### src/rtl/pmbus_tgt_pkg.sv
package pmbus_tgt_pkg;

    typedef enum logic [2:0] {
        ST_IDLE,
        ST_ADDR,
        ST_CMD,
        ST_WDATA,
        ST_RDATA,
        ST_SKIP
    } fr_state_e;

    localparam logic [7:0] CMD_PAGE  = 8'h00;
    localparam logic [7:0] CMD_OPER  = 8'h01;
    localparam logic [7:0] CMD_LEVEL = 8'h21;
    localparam logic [7:0] CMD_FAULT = 8'h7E;
    localparam logic [7:0] CMD_VER   = 8'h98;

    localparam int FAULT_BIT = 1;

endpackage

### src/rtl/pmbus_idle_timer.sv
module pmbus_idle_timer #(
    parameter int LIMIT = 1000
) (
    input  logic clk,
    input  logic rst_n,
    input  logic run,
    output logic expire
);
    localparam int TW = (LIMIT > 1) ? $clog2(LIMIT) : 1;

    logic [TW-1:0] cnt_d, cnt_q;

    always_comb begin
        expire = run && (cnt_q == TW'(LIMIT - 1));
        if (!run || expire) cnt_d = '0;
        else                cnt_d = cnt_q + 1'b1;
    end

    always_ff @(posedge clk or negedge rst_n) begin
        if (!rst_n) cnt_q <= '0;
        else        cnt_q <= cnt_d;
    end
endmodule

### src/rtl/pmbus_chan_bank.sv
module pmbus_chan_bank #(
    parameter int NCH   = 4,
    parameter int LVL_W = 16,
    parameter int PG_W  = 2
) (
    input  logic                 clk,
    input  logic                 rst_n,
    input  logic [PG_W-1:0]      sel,
    input  logic                 op_we,
    input  logic                 lvl_we,
    input  logic [LVL_W-1:0]     wdata,
    output logic [NCH*8-1:0]     op_flat,
    output logic [NCH*LVL_W-1:0] lvl_flat,
    output logic [7:0]           op_sel,
    output logic [LVL_W-1:0]     lvl_sel
);
    for (genvar ch = 0; ch < NCH; ch++) begin : g_ch
        logic [7:0]       op_q;
        logic [LVL_W-1:0] lvl_q;
        logic             hit;

        assign hit = (sel == PG_W'(ch));

        always_ff @(posedge clk or negedge rst_n) begin
            if (!rst_n) begin
                op_q  <= '0;
                lvl_q <= '0;
            end else begin
                if (op_we && hit)  op_q  <= wdata[7:0];
                if (lvl_we && hit) lvl_q <= wdata;
            end
        end

        assign op_flat[ch*8 +: 8]          = op_q;
        assign lvl_flat[ch*LVL_W +: LVL_W] = lvl_q;
    end

    always_comb begin
        op_sel  = '0;
        lvl_sel = '0;
        for (int ch = 0; ch < NCH; ch++) begin
            if (sel == PG_W'(ch)) begin
                op_sel  = op_flat[ch*8 +: 8];
                lvl_sel = lvl_flat[ch*LVL_W +: LVL_W];
            end
        end
    end
endmodule

### src/rtl/pmbus_target.sv
module pmbus_target
    import pmbus_tgt_pkg::*;
#(
    parameter logic [6:0] DEV_ADDR    = 7'h4A,
    parameter int         NCH         = 4,
    parameter int         LVL_W       = 16,
    parameter int         TIMEOUT_CYC = 1000,
    parameter logic [7:0] VERSION     = 8'h22
) (
    input  logic                 clk,
    input  logic                 rst_n,
    input  logic                 bus_start,
    input  logic                 bus_stop,
    input  logic                 bus_idle,
    input  logic                 rx_valid,
    input  logic [7:0]           rx_byte,
    input  logic                 tx_req,
    output logic                 ack_valid,
    output logic                 ack,
    output logic                 tx_valid,
    output logic [7:0]           tx_byte,
    output logic                 comm_fault,
    output logic [NCH*8-1:0]     chan_oper,
    output logic [NCH*LVL_W-1:0] chan_level
);
    localparam int LVL_BYTES = LVL_W / 8;
    localparam int CW        = $clog2(LVL_BYTES + 2);
    localparam int PG_W      = (NCH > 1) ? $clog2(NCH) : 1;

    typedef struct packed {
        fr_state_e        st;
        logic [7:0]       cmd;
        logic             have_cmd;
        logic [CW-1:0]    cnt;
        logic [LVL_W-1:0] lo;
        logic [PG_W-1:0]  page;
        logic             fault;
        logic             ack_v;
        logic             ack;
        logic             tx_v;
        logic [7:0]       tx;
    } fr_regs_t;

    fr_regs_t d, q;

    function automatic logic [CW-1:0] cmd_len(input logic [7:0] c);
        unique case (c)
            CMD_PAGE, CMD_OPER, CMD_FAULT, CMD_VER: cmd_len = CW'(1);
            CMD_LEVEL:                              cmd_len = CW'(LVL_BYTES);
            default:                                cmd_len = '0;
        endcase
    endfunction

    logic             open_tr, tmo_run, tmo_expire;
    logic             wr_op, wr_lvl, partial;
    logic [CW-1:0]    clen;
    logic [LVL_W-1:0] wval, rd_word, lvl_sel;
    logic [7:0]       op_sel;

    assign open_tr = (q.st == ST_ADDR) || (q.st == ST_CMD) ||
                     (q.st == ST_WDATA) || (q.st == ST_RDATA);
    assign tmo_run = open_tr && bus_idle && !rx_valid && !tx_req &&
                     !bus_start && !bus_stop;

    pmbus_idle_timer #(.LIMIT(TIMEOUT_CYC)) u_timer (
        .clk    (clk),
        .rst_n  (rst_n),
        .run    (tmo_run),
        .expire (tmo_expire)
    );

    pmbus_chan_bank #(.NCH(NCH), .LVL_W(LVL_W), .PG_W(PG_W)) u_bank (
        .clk      (clk),
        .rst_n    (rst_n),
        .sel      (q.page),
        .op_we    (wr_op),
        .lvl_we   (wr_lvl),
        .wdata    (wval),
        .op_flat  (chan_oper),
        .lvl_flat (chan_level),
        .op_sel   (op_sel),
        .lvl_sel  (lvl_sel)
    );

    always_comb begin
        d       = q;
        d.ack_v = 1'b0;
        d.tx_v  = 1'b0;
        wr_op   = 1'b0;
        wr_lvl  = 1'b0;
        clen    = cmd_len(q.cmd);
        partial = (q.st == ST_WDATA) && (q.cnt != '0) && (q.cnt < clen);

        wval = q.lo;
        for (int b = 0; b < LVL_BYTES; b++)
            if (q.cnt == CW'(b)) wval[b*8 +: 8] = rx_byte;

        rd_word = '0;
        unique case (q.cmd)
            CMD_PAGE:  rd_word[PG_W-1:0]  = q.page;
            CMD_OPER:  rd_word[7:0]       = op_sel;
            CMD_LEVEL: rd_word            = lvl_sel;
            CMD_FAULT: rd_word[FAULT_BIT] = q.fault;
            CMD_VER:   rd_word[7:0]       = VERSION;
            default:   rd_word            = '0;
        endcase

        if (tmo_expire) begin
            d.st    = ST_IDLE;
            d.fault = 1'b1;
        end else if (bus_start) begin
            if (partial) d.fault = 1'b1;
            d.have_cmd = (q.st == ST_WDATA) && (q.cnt == '0);
            d.st       = ST_ADDR;
        end else if (bus_stop) begin
            if (partial) d.fault = 1'b1;
            d.have_cmd = 1'b0;
            d.st       = ST_IDLE;
        end else if (rx_valid) begin
            d.ack_v = 1'b1;
            d.ack   = 1'b0;
            unique case (q.st)
                ST_ADDR: begin
                    if (rx_byte[7:1] != DEV_ADDR) begin
                        d.st = ST_SKIP;
                    end else if (!rx_byte[0]) begin
                        d.st  = ST_CMD;
                        d.ack = 1'b1;
                    end else if (q.have_cmd) begin
                        d.st  = ST_RDATA;
                        d.cnt = '0;
                        d.ack = 1'b1;
                    end else begin
                        d.st    = ST_SKIP;
                        d.fault = 1'b1;
                    end
                end
                ST_CMD: begin
                    d.cmd = rx_byte;
                    d.cnt = '0;
                    d.st  = ST_WDATA;
                    d.ack = 1'b1;
                end
                ST_WDATA: begin
                    if (clen == '0 || q.cmd == CMD_VER || q.cnt >= clen ||
                        (q.cmd == CMD_PAGE && int'(rx_byte) >= NCH)) begin
                        d.st    = ST_SKIP;
                        d.fault = 1'b1;
                    end else begin
                        d.ack = 1'b1;
                        d.lo  = wval;
                        d.cnt = q.cnt + 1'b1;
                        if (q.cnt == clen - 1'b1) begin
                            unique case (q.cmd)
                                CMD_PAGE:  d.page = rx_byte[PG_W-1:0];
                                CMD_OPER:  wr_op  = 1'b1;
                                CMD_LEVEL: wr_lvl = 1'b1;
                                CMD_FAULT: if (rx_byte[FAULT_BIT]) d.fault = 1'b0;
                                default:   ;
                            endcase
                        end
                    end
                end
                default: ;
            endcase
        end else if (tx_req) begin
            d.tx_v = 1'b1;
            d.tx   = 8'hFF;
            if (q.st == ST_RDATA) begin
                if (clen == '0) begin
                    d.fault = 1'b1;
                end else if (q.cnt < clen) begin
                    for (int b = 0; b < LVL_BYTES; b++)
                        if (q.cnt == CW'(b)) d.tx = rd_word[b*8 +: 8];
                    d.cnt = q.cnt + 1'b1;
                end
            end
        end
    end

    always_ff @(posedge clk or negedge rst_n) begin
        if (!rst_n) begin
            q          <= '0;
            q.st       <= ST_IDLE;
        end else begin
            q <= d;
        end
    end

    assign ack_valid  = q.ack_v;
    assign ack        = q.ack;
    assign tx_valid   = q.tx_v;
    assign tx_byte    = q.tx;
    assign comm_fault = q.fault;
endmodule

### config.mk
export PLATFORM = sky130hd
export DESIGN_NAME = pmbus_target
export DESIGN_NICKNAME = d
export VERILOG_FILES = /design/src/rtl/pmbus_tgt_pkg.sv /design/src/rtl/pmbus_idle_timer.sv /design/src/rtl/pmbus_chan_bank.sv /design/src/rtl/pmbus_target.sv
export SDC_FILE = /design/constraint.sdc
export NUM_CORES = 1
export LEC_CHECK = 0
export BUFFER_PORTS_ARGS = -buffer_cell sky130_fd_sc_hd__buf_2
export CAP_MARGIN = 20
export CORE_ASPECT_RATIO = 1.5
export CORE_MARGIN = 2
export CORE_UTILIZATION = 50
export DETAILED_ROUTE_END_ITERATION = 7
export PLACE_DENSITY = 0.72
export SLEW_MARGIN = 20
export SYNTH_ARGS = -nofsm -noshare
export SYNTH_HDL_FRONTEND = slang
export SYNTH_HIERARCHICAL = 1
export SYNTH_SLANG_ARGS = --single-unit
### constraint.sdc
create_clock -name clk -period 10.89 [get_ports clk]
set_input_delay 0 -clock clk [delete_from_list [all_inputs] [get_ports clk]]
set_output_delay 0 -clock clk [all_outputs]
set_load 0.005 [all_outputs]
== After elaboration in Yosys (flattened, before gate mapping) ==
Cells that the tools add are included.
Storage, ports and cells
  bits in registers: 150
  output and inout bits: 108
Operators by class
  add/sub/neg operators: 3
  order comparisons: 3
  equality and inequality tests: 29
  muxes and demuxes: 87
  bitwise gates (word level): 5
  reductions and logical operators: 54
Operators by type and width (count)
  $mux 8: 13
  $mux 16: 4
  $mux 11: 4
  $mux 1: 37
  $mux 3: 7
  $mux 2: 10
  $mux 20: 1
  $logic_and 1x1->1: 18
  $mux 9: 2
  $ne 6x6->1 const B: 3
  $pmux 6 s3: 1
  $reduce_bool 5->1: 3
  $ne 7x5->1 const B: 2
  $ne 3x3->1 const B: 4
  $reduce_and 12->1: 1
  $add 10x1->10 const B: 1
  $eq 10x10->1 const B: 1
  $mux 10: 1
  $reduce_and 10->1: 1
  $reduce_and 5->1: 2
  $reduce_bool 2->1: 5
  $pmux 3 s3: 1
  $eq 8x1->1 const B: 1
  $eq 8x6->1 const B: 1
  37 further kinds: 57

== Depth between registers and ports, before layout ==
Gate-level depths: netlist of run 1.
  depth after elaboration: 16
  gate-level depth with buffers: 17
  mapped depth without buffers: 13

== Hierarchy ==
Netlist of run 1, hierarchy kept.
Modules (own cells, without submodules)
  pmbus_chan_bank: instances 1, cells an instance 236, area an instance 4232.8 um^2
  pmbus_target: instances 1, cells an instance 256, area an instance 2688.8 um^2
  pmbus_idle_timer: instances 1, cells an instance 50, area an instance 523.0 um^2

== Worst setup path before layout of run 1 ==
Ideal clock, no wire load.
  path kind: reg2reg
  from: register q[39] in the netlist's numbering
  to: register u_bank.g_ch[0].lvl_q[0]
  data arrival time: 4.402 ns
  data required time: 10.765 ns
  slack: 6.363 ns
  cell stages (with the launch flop): 18
  path through: dfrtp_1 > nor4_1 > and4b_1 > clkbuf_1 > nor3_1 > ha_1 > or2_2 > ha_1 > nor2_1 > o21ai_0 > nor4_2 > and2_1 > buf_6 > buf_6 > and3_1 > nor3b_4 > buf_4 > mux2_2
Between the ends
  cells in the longest elaborated chain, start to end: 14
  elaborated cells on any way between the ends: 24
  classes of those cells: add/sub (1); order compare (1); eq/ne (5); mux (9); reduce/logical (8)
RTL lines
  from (decl): line pmbus_target.sv:44  | fr_regs_t d, q;
  parallel branches: the longest is 7 deep, another holds $sub 2x1->2
  $mux 1 (*): line pmbus_target.sv:145  | if (clen == '0 || q.cmd == CMD_VER || q.cnt >= clen ||
  $mux 1 (*): line pmbus_target.sv:122  | unique case (q.st)
  $mux 1 (*): line pmbus_target.sv:119  | end else if (rx_valid) begin
  $mux 1 (*): line pmbus_target.sv:115  | end else if (bus_stop) begin
  $mux 1 (*): line pmbus_target.sv:111  | end else if (bus_start) begin
  $mux 1 (*): line pmbus_target.sv:108  | if (tmo_expire) begin
  net wr_lvl: line pmbus_target.sv:55  | logic wr_op, wr_lvl, partial;
  $logic_and 1x1->1 (*): line pmbus_chan_bank.sv:30  | if (lvl_we && hit) lvl_q <= wdata;
  to (signal assigned): line pmbus_chan_bank.sv:30
  to (decl): line pmbus_chan_bank.sv:19  | logic [LVL_W-1:0] lvl_q;
Mark *: on every way through the listed nets, which the timed path passes.
A chain may end at the register's enable or synchronous reset.

== Final worst setup path of run 1 ==
  from: register q[39] in the netlist's numbering
  to: register u_bank.g_ch[0].lvl_q[14]
The elaborated chain is that of the path after synthesis.

==> impl_metrics.json, run 1 <==
{
  "powerDensity_nw_per_um2": 150.4,
  "clockBufferDepth": 2,
  "post-route-util_pct": 61.22,
  "tritoncts": "yes",
  "grt_pass1_wl_um": 30240,
  "finClkSkew_ps": 11.27,
  "port_buffers": 122,
  "hold_violations": 0,
  "final_cell_mix": "149 x dfrtp_1, 131 x mux2_2, 121 x buf_2, 30 x nor2_1, 24 x mux4_2",
  "design.die.area_um2": 15900,
  "synth-warning-count": 6,
  "h-tree-depth": 4,
  "routed_via_density": 5.843,
  "setup_ws_ps": 4995,
  "p_leak_nw": 4.487,
  "path_class": "flip-flop to flip-flop",
  "muxShareOfSynthArea_pct": 29.73,
  "clock_sinks": 150,
  "totalWireLength_um": 18940,
  "critPathLaunchType": "flip-flop",
  "coreArea_um2": 14530,
  "tightestPinTransition_ps": 1009,
  "nets": 690,
  "setup_viol": 0,
  "async_reset_ff_share_pct": 100.0,
  "ir_drop_mv": 0.09375,
  "pre_cts_slack_ps": 5099,
  "critical_path_arrival_ps": 6190,
  "die_y_um": 153.4,
  "clockRootBuffer": "clkbuf_16",
  "yosys.area_share.adder_pct": 1.008,
  "wl_per_cell_um": 21.57,
  "vias": 5130,
  "first_pass_iters": 4,
  "max_freq_ghz": 0.1696,
  "syn_area_um2": 7445,
  "grt_use_total_pct": 24.83,
  "fin_tns_setup_ps": 0,
  "cap_violations": 0,
  "synth_compound_area_share_pct": 5.294,
  "status": "complete, no violations",
  "hpwl_um": 13300,
  "grt_max_degree": 84,
  "drc_errors": 0,
  "place.gp.congestion": 0.9258,
  "syn_nets": 563,
  "antenna_found_initial": 0,
  "maxSlewHeadroom_pct": 32.74,
  "worstPathMaxFanout": 19,
  "rows": 54,
  "post-route-period-util_pct": 54.13,
  "synth_flop_cell": "dfrtp_1",
  "drt_iter0_markers": 395,
  "cts_made_buffers": 17,
  "end_kind": "flip-flop",
  "floorplan.initialDensity_pct": 51.25,
  "slew_viol_final": 0,
  "die_x_um": 103.6,
  "synth_area_per_cell_um2": 13.74,
  "ant_nets": 0,
  "netlist_instances": 542,
  "ys_seq_elements": 150,
  "hold_class": "input pin to flip-flop",
  "synthXorXnorAreaFrac_pct": 0.7059,
  "grt_pass1_vias": 5410,
  "layout_commonest_cell": "dfrtp_1",
  "yosysSeqAreaShare_pct": 50.42,
  "synth_cell_types": 65,
  "synth_simple_gate_area_share_pct": 9.462,
  "synth_edf_count": 0,
  "cts_setup_buffers": 0,
  "grt_setup_unrepaired": "false",
  "fin_crit_ps": 5895,
  "antenna_cells": 0,
  "clk_pin_slew_worst_paths_ps": 60,
  "top_level_ports": 123,
  "synth_top_family_by_area": "multiplexers",
  "drive_gt1_share_pct": 50.29,
  "grt_overflow_total": 0,
  "syn_to_final_growth_pct": 19.46,
  "insertion_delay_ps": 420,
  "critPathRequiredTime_ps": 11190
}
[layout make-up]
class                      instances  area (um2)
clock buffer                      19       442.9
fill                            1124        5633
clock inverter                    13       195.2
sequential                       150        3755
inverter                          11       41.29
multi-input combinational        351        3446
tap                              196       245.2
timing repair buffer             138       768.2
[cells in the mapped netlist (all sizes together) (4+ instances only)]
cell	number	share of area, %
dfrtp	150	50
mux2	140	22
nor2	30	1.5
mux4	24	7.3
buf	23	2.5
nand2	16	0.81
nand3	13	1.0
inv	11	0.55
a21oi	9	0.60
nor3	9	0.67
and3	8	0.76
o21ai	8	0.54
clkbuf	7	0.35
mux2i	7	0.94
ha	6	1.0
nand3b	6	0.92
o32a	6	0.81
nor3b	5	0.81
and2	4	0.34
nand4	4	0.54
nor2b	4	0.34
[sequential cells by signal, summed over array words and instances, names as in the netlist]
signal	count
tx_valid	1
ack_valid	1
q	32
u_bank/g_ch.lvl_q	64
comm_fault	1
u_bank/g_ch.op_q	32
u_timer/cnt_q	10
tx_byte	8
ack	1
[through the flow]
stage	power [mW]	area, um2	hold slack [ps]	std cells
global placement	0.7091	8142	41.06	835
CTS	1.349	8890	3.933	878
global route	1.388	8894	50.39	878
finish	1.338	8894	29.53	878
detailed placement	0.7139	8142	39.86	835
floorplan	0.6630	7445	-295.6	542
[final timing paths]
check / startpoint / to / slack (ps) / cells past startpoint
max reg2reg: q[39] / u_bank/g_ch[0].lvl_q[14] / 5000 / 12
min: bus_stop / q[32] / 30 / 4
min in group asynchronous: rst_n / u_bank/g_ch[0].op_q[0] / 160 / 2
min reg2reg: ack / ack / 480 / 2
max: q[39] / u_bank/g_ch[0].lvl_q[14] / 5000 / 12
max in group asynchronous: rst_n / q[12] / 9550 / 3
[cell families (layout without fill, tap and decap cells)]
| family | count (synthesis) | count (layout) |
|---|---|---|
| AOI/OAI and AO/OA | 53 | 53 |
| xor gates and xnor gates | 6 | 6 |
| adders and majority gates | 6 | 6 |
| buffers and inverters | 41 | 181 |
| DFF | 150 | 150 |
| muxes | 171 | 171 |
| and+or+nand+nor | 115 | 115 |
[power breakdown]
part           total, mW  switching [mW]  leakage, nW  internal (mW)
logic              0.138          0.0894         2.13         0.0483
clock network      0.631           0.237        0.311          0.394
registers          0.570         0.00588         2.04          0.564
total               1.34           0.332         4.49           1.01
[per-layer routing]
metal,part of all wire [%],vias to the layer above,track usage (%)
met1,38,2634,28.30
met3,4.5,47,5.373
li1,-,2278,-
met5,0,-,0
met4,4.3,0,13.06
met2,54,171,43.68
[critical path, stage by stage (launching register included)]
cell	delay, ps
dfrtp_1	420
nor4_1	530
nand4_1	530
ha_1	440
or2_2	310
ha_1	200
nor2_1	160
o21ai_0	160
nor4_2	480
and2_1	870
and3_1	430
nor3b_4	800
mux2_2	430
[what timing repair did]
action                                  in CTS  in global routing
gates resized for setup                      0                  0
hold buffers                                11                  0
endpoints found under the setup margin       0                  0
endpoints found under the hold margin       80                  0
No activity file was read; power rests on OpenSTA's default activity.
==> run 2, diff against run 1 <==
Settings changed: PLACE_DENSITY 0.72 to 0.75.
Clock period 10.89 ns to 5.1 ns, I/O delays scaled along.
==> run 2 against run 1 <==
Fmax rose by 26%. Non-clock buffer count rose by 6. Core utilization rose by 0.30 points. Clock-buffer cell count fell by 2. Clock power rose by 110%. Flip-flop and latch count did not move. Critical path depth rose by 1. Highest routed layer unchanged. Largest power group unchanged. Setup slack got worse by 4600 ps. Die area did not move. Clock skew rose by 0.90 ps. Global-route usage fell by 0.37 points. Sequential power rose by 110%.
==> impl_metrics.json, run 2 (same netlist as run 1, synthesis figures left out) <==
{
  "wl_per_cell_um": 21.46,
  "rows": 54,
  "design.die.area_um2": 15900,
  "powerDensity_nw_per_um2": 316.3,
  "cp-endpoint": "u_bank/g_ch[2].lvl_q[8]",
  "vias": 5226,
  "setup_ws_ps": 415.9,
  "whs_ps": 17.52,
  "cts_setup_buffers": 0,
  "worst_r2r_endpoint": "u_bank/g_ch[2].lvl_q[8]",
  "cap_violations": 0,
  "largestRegisters": "u_bank/g_ch.lvl_q (64), q (32), u_bank/g_ch.op_q (32)",
  "hpwl_um": 13110,
  "grt_setup_unrepaired": "false",
  "reg2reg_slack_ps": 420,
  "r2r_start": "q[39]",
  "place.gp.congestion": 0.9295,
  "r2r_cells": 13,
  "routed_via_density": 5.912,
  "ir_drop_mv": 0.2339,
  "die_y_um": 153.4,
  "clockBufferDepth": 2,
  "finClkSkew_ps": 12.17,
  "grt_max_degree": 111,
  "syn_to_final_growth_pct": 20.05,
  "largest_reg_flops": 64,
  "startpoint": "q[39]",
  "drt_iter0_markers": 372,
  "antenna_cells": 0,
  "die_x_um": 103.6,
  "critPathRequiredTime_ps": 5410,
  "dp.cells": 840,
  "final_cell_mix": "149 x dfrtp_1, 131 x mux2_2, 121 x buf_2, 30 x nor2_1, 24 x mux4_2",
  "coreArea_um2": 14530,
  "n_fill_cell": 1096,
  "totalWireLength_um": 18970,
  "hold_violations": 0,
  "pre_cts_slack_ps": 430.0,
  "max_freq_ghz": 0.2135,
  "clock_sinks": 150,
  "fin_tns_setup_ps": 0,
  "insertion_delay_ps": 430,
  "port_buffers": 122,
  "p_leak_nw": 4.516,
  "hold_class": "input pin to async pin",
  "first_pass_iters": 5,
  "drc_errors": 0,
  "clockRootBuffer": "clkbuf_16",
  "clk_pin_slew_worst_paths_ps": 70,
  "drive_gt1_share_pct": 51.02,
  "status": "complete, no violations",
  "critPathLaunchType": "flip-flop",
  "tritoncts": "yes",
  "regMostFlops": "u_bank/g_ch.lvl_q",
  "grt_pass1_wl_um": 30270,
  "multi_input_area_um2": 3452,
  "path_class": "flip-flop to flip-flop",
  "post-route-period-util_pct": 91.85,
  "post-route-cell-area_um2": 8937,
  "top_level_ports": 123,
  "fin_cells": 884,
  "grt_overflow_total": 0,
  "h-tree-depth": 4,
  "end_kind": "flip-flop",
  "seqCellArea_um2": 3755,
  "tightestPinTransition_ps": 859.4,
  "maxSlewHeadroom_pct": 42.70,
  "ant_nets": 0,
  "nets": 696,
  "worstPathMaxFanout": 16,
  "layout_commonest_cell": "dfrtp_1",
  "critical_path_arrival_ps": 4990,
  "floorplan.initialDensity_pct": 51.25,
  "place_area_um2": 8179,
  "slew_viol_final": 0,
  "antenna_found_initial": 0,
  "fin_crit_ps": 4684,
  "grt_use_total_pct": 24.47,
  "setup_viol": 0,
  "grt_pass1_vias": 5428,
  "cts_made_buffers": 17
}
run 2: cell types whose count changed in the layout (fill, tap and decap cells not counted), sizes merged:
cell	change
bufinv	-1
clkinv	-1
clkbuf	-2
buf	+6
inv	+4
run 2: stage by stage:
| stage | power, mW | utilization, % |
|---|---|---|
| finish | 2.827 | 61.52 |
| global route | 2.924 | 61.52 |
| CTS | 2.837 | 61.29 |
| detailed placement | 1.522 | 56.30 |
| global placement | 1.513 | 56.30 |
| floorplan | 1.416 | - |
run 2: where the power goes:
group	internal, mW	switching, mW	total, mW
logic	0.106	0.192	0.298
clock network	0.782	0.532	1.31
registers	1.20	0.0119	1.22
total	2.09	0.736	2.83
run 2: worst min-delay path by stage:
stage,start,to,slack [ps]
after floorplan,rst_n,ack,-300
after global placement,rst_n,q[42],200
after detailed placement,rst_n,q[42],210
after CTS,tx_req,u_timer/cnt_q[1],4
after global routing,tx_req,u_timer/cnt_q[1],20
final,rst_n,tx_valid,20
run 2: what timing repair did:
| action | in CTS | in global routing |
|---|---|---|
| hold buffers | 11 | 0 |
| setup endpoints to repair | 0 | 55 |
| endpoints found under the hold margin | 122 | 0 |
| resized for setup | 0 | 1 |
run 2: area by class of cell:
| type | count | share of cell area [%] |
|---|---|---|
| Sequential cell | 150 | 42.01 |
| Multi-Input combinational cell | 351 | 38.63 |
| Timing Repair Buffer | 144 | 9.282 |
| Clock buffer | 17 | 4.760 |
| Tap cell | 196 | 2.744 |
| Clock inverter | 15 | 2.114 |
| Inverter | 11 | 0.4620 |
run 2: critical path, cell delays in order, from the launching register on:
cell and delay (ps):
dfrtp_1 420, nor4_2 400, and4b_1 490, nor3_1 130, ha_1 250, or2_2 310, ha_1 200, nor2_1 150
o21ai_0 160, nor4_2 520, and2_1 260, and3_1 330, nand3b_2 480, mux2_2 460
run 2: per-layer routing:
metal | vias up | GRT usage (%) | wire (um)
li1 | 2292 | - | -
met3 | 38 | 4.136 | 743
met1 | 2723 | 28.95 | 7325
met4 | 0 | 11.13 | 608
met5 | - | 0 | 0
met2 | 173 | 43.55 | 10300
==> run 3, diff against run 2 <==
Settings changed: CELL_PAD_IN_SITES_DETAIL_PLACEMENT set to 1, CELL_PAD_IN_SITES_GLOBAL_PLACEMENT set to 1, CORE_UTILIZATION 50 to 42, PLACE_DENSITY 0.75 to 0.77.
==> run 3 against run 2 <==
Sequential share of layout area increased by 0.094 points. Critical endpoint is now u_bank/g_ch[2].lvl_q[13]. Setup slack improved by 78 ps. Routed wire length increased by 13%. Flip-flop and latch count unchanged. Combinational power increased by 2%. Final area decreased by 0.22%. Core utilization decreased by 10 points. Via count decreased by 0.59%. Cell count increased by 1.7%.
==> impl_metrics.json, run 3 (same netlist as run 1, synthesis figures left out) <==
{
  "coreArea_um2": 17350,
  "drive_gt1_share_pct": 50.73,
  "grt_overflow_total": 0,
  "die_x_um": 112.7,
  "powerDensity_nw_per_um2": 315.7,
  "grt_use_total_pct": 23.59,
  "top_level_ports": 123,
  "worstPathMaxFanout": 16,
  "vias": 5195,
  "p_sw_uw": 733.2,
  "p_int_mw": 2.082,
  "cts_setup_buffers": 0,
  "floorplan.initialDensity_pct": 42.91,
  "clockRootBuffer": "clkbuf_16",
  "power_switching_share_pct": 26.05,
  "first_pass_iters": 4,
  "grt_pass1_vias": 5886,
  "totalWireLength_um": 21400,
  "die_y_um": 167.1,
  "finClkSkew_ps": 8.920,
  "pwr-share-seq_pct": 43.2,
  "whs_ps": 38.97,
  "nets": 694,
  "design.die.area_um2": 18830,
  "layout_commonest_cell": "dfrtp_1",
  "grt_pass1_wl_um": 33780,
  "insertion_delay_ps": 430,
  "ant_nets": 0,
  "tightestPinTransition_ps": 961.8,
  "hpwl_um": 15240,
  "tritoncts": "yes",
  "p_leak_nw": 4.478,
  "antenna_cells": 0,
  "grt_setup_unrepaired": "false",
  "max_freq_ghz": 0.2171,
  "place.gp.congestion": 0.8781,
  "status": "complete, no violations",
  "cts_made_buffers": 17,
  "maxSlewHeadroom_pct": 35.88,
  "regMostFlops": "u_bank/g_ch.lvl_q",
  "drc_errors": 0,
  "drt_iter0_markers": 208,
  "clock_sinks": 150,
  "largest_reg_flops": 64,
  "antenna_found_initial": 0,
  "path_class": "flip-flop to flip-flop",
  "power_frac_clock_pct": 46.0,
  "setup_ws_ps": 494.3,
  "critPathLaunchType": "flip-flop",
  "fin_crit_ps": 4606,
  "wl_per_cell_um": 23.80,
  "comb_power_share_pct": 10.8,
  "largestRegisters": "u_bank/g_ch.lvl_q (64), q (32), u_bank/g_ch.op_q (32)",
  "n_fill_cell": 1766,
  "hold_class": "input pin to flip-flop",
  "ir_drop_mv": 0.1914,
  "final_cell_mix": "149 x dfrtp_1, 131 x mux2_2, 121 x buf_2, 30 x nor2_1, 24 x mux4_2",
  "critPathRequiredTime_ps": 5410,
  "slew_viol_final": 0,
  "cap_violations": 0,
  "hold_violations": 0,
  "rows": 59,
  "pre_cts_slack_ps": 432.7,
  "routed_via_density": 5.779,
  "clk_pin_slew_worst_paths_ps": 60,
  "critical_path_arrival_ps": 4910,
  "setup_viol": 0,
  "end_kind": "flip-flop",
  "port_buffers": 122,
  "grt_max_degree": 101,
  "syn_to_final_growth_pct": 19.78,
  "fin_tns_setup_ps": 0,
  "h-tree-depth": 4,
  "clockBufferDepth": 2,
  "post-route-period-util_pct": 90.31
}
run 3: cell count changes in the layout (fill, tap and decap cells not counted):
cell and delta:
dlygate4sd3_1 +1, ha_1 -1, ha_2 +1, clkinv_4 -1, buf_16 -1, inv_6 -2, clkbuf_1 +1, clkinvlp_4 +3
buf_4 -2, inv_8 -1
run 3: layout make-up:
cell class | instances | area, um2 | area share [%]
Timing Repair Buffer | 142 | 797.0 | 8.938
Clock inverter | 14 | 173.9 | 1.950
Sequential cell | 150 | 3755 | 42.11
Clock buffer | 18 | 429.2 | 4.813
Multi-Input combinational cell | 351 | 3455 | 38.74
Tap cell | 213 | 266.5 | 2.989
Inverter | 11 | 41.29 | 0.4630
run 3: power groups by stage:
stage / sequential (mW) / combinational, mW / clock, mW
after CTS: 1.22 / 0.307 / 1.32
after global placement: 1.24 / 0.281 / 0
after floorplan: 1.23 / 0.181 / 0
final: 1.22 / 0.304 / 1.29
after detailed placement: 1.24 / 0.295 / 0
after global routing: 1.22 / 0.335 / 1.37
run 3: routing by layer:
metal | global-route usage [%] | share of wire, % | vias to the layer above
met3 | 4.403 | 3.0 | 41
met1 | 25.51 | 37 | 2750
met2 | 44.34 | 57 | 119
met4 | 9.756 | 3.3 | 0
li1 | - | - | 2285
met5 | 0 | 0 | -
run 3: per-stage QoR:
step / power (mW) / std cells / cell area (um2) / util [%]
6_report: 2.815 / 899 / 8917 / 51.40
5_1_grt: 2.920 / 899 / 8917 / 51.40
4_1_cts: 2.839 / 899 / 8909 / 51.35
3_5_place_dp: 1.532 / 855 / 8185 / 47.18
3_3_place_gp: 1.517 / 855 / 8185 / 47.18
2_1_floorplan: 1.416 / 542 / 7445 / -
run 3: path summary, 6_finish.rpt:
path                            startpoint                       end  slack, ps  depth (start not counted)
worst max-delay path                 q[39]  u_bank/g_ch[2].lvl_q[13]        490                         13
worst min-delay path              bus_stop                     q[32]         40                          4
worst max register to register       q[39]  u_bank/g_ch[2].lvl_q[13]        490                         13
worst min register to register         ack                       ack        480                          2
max in group asynchronous            rst_n    u_bank/g_ch[1].op_q[5]       3560                          3
min in group asynchronous            rst_n          u_timer/cnt_q[6]        190                          2
run 3: worst max-delay path, stage by stage (launching register included):
cell	delay [ps]
dfrtp_1	440
nor4_2	450
and4b_1	510
nor3_1	130
ha_1	260
or2_2	310
ha_1	200
nor2_1	180
o21ai_0	160
nor4_2	320
and2_1	250
and3_1	330
nand3b_2	490
mux2_2	460
run 3: timing repair:
action	4_1_cts	5_1_grt
gates resized for setup	0	1
hold buffers	12	0
endpoints found under the hold margin	113	0
endpoints found under the setup margin	0	16
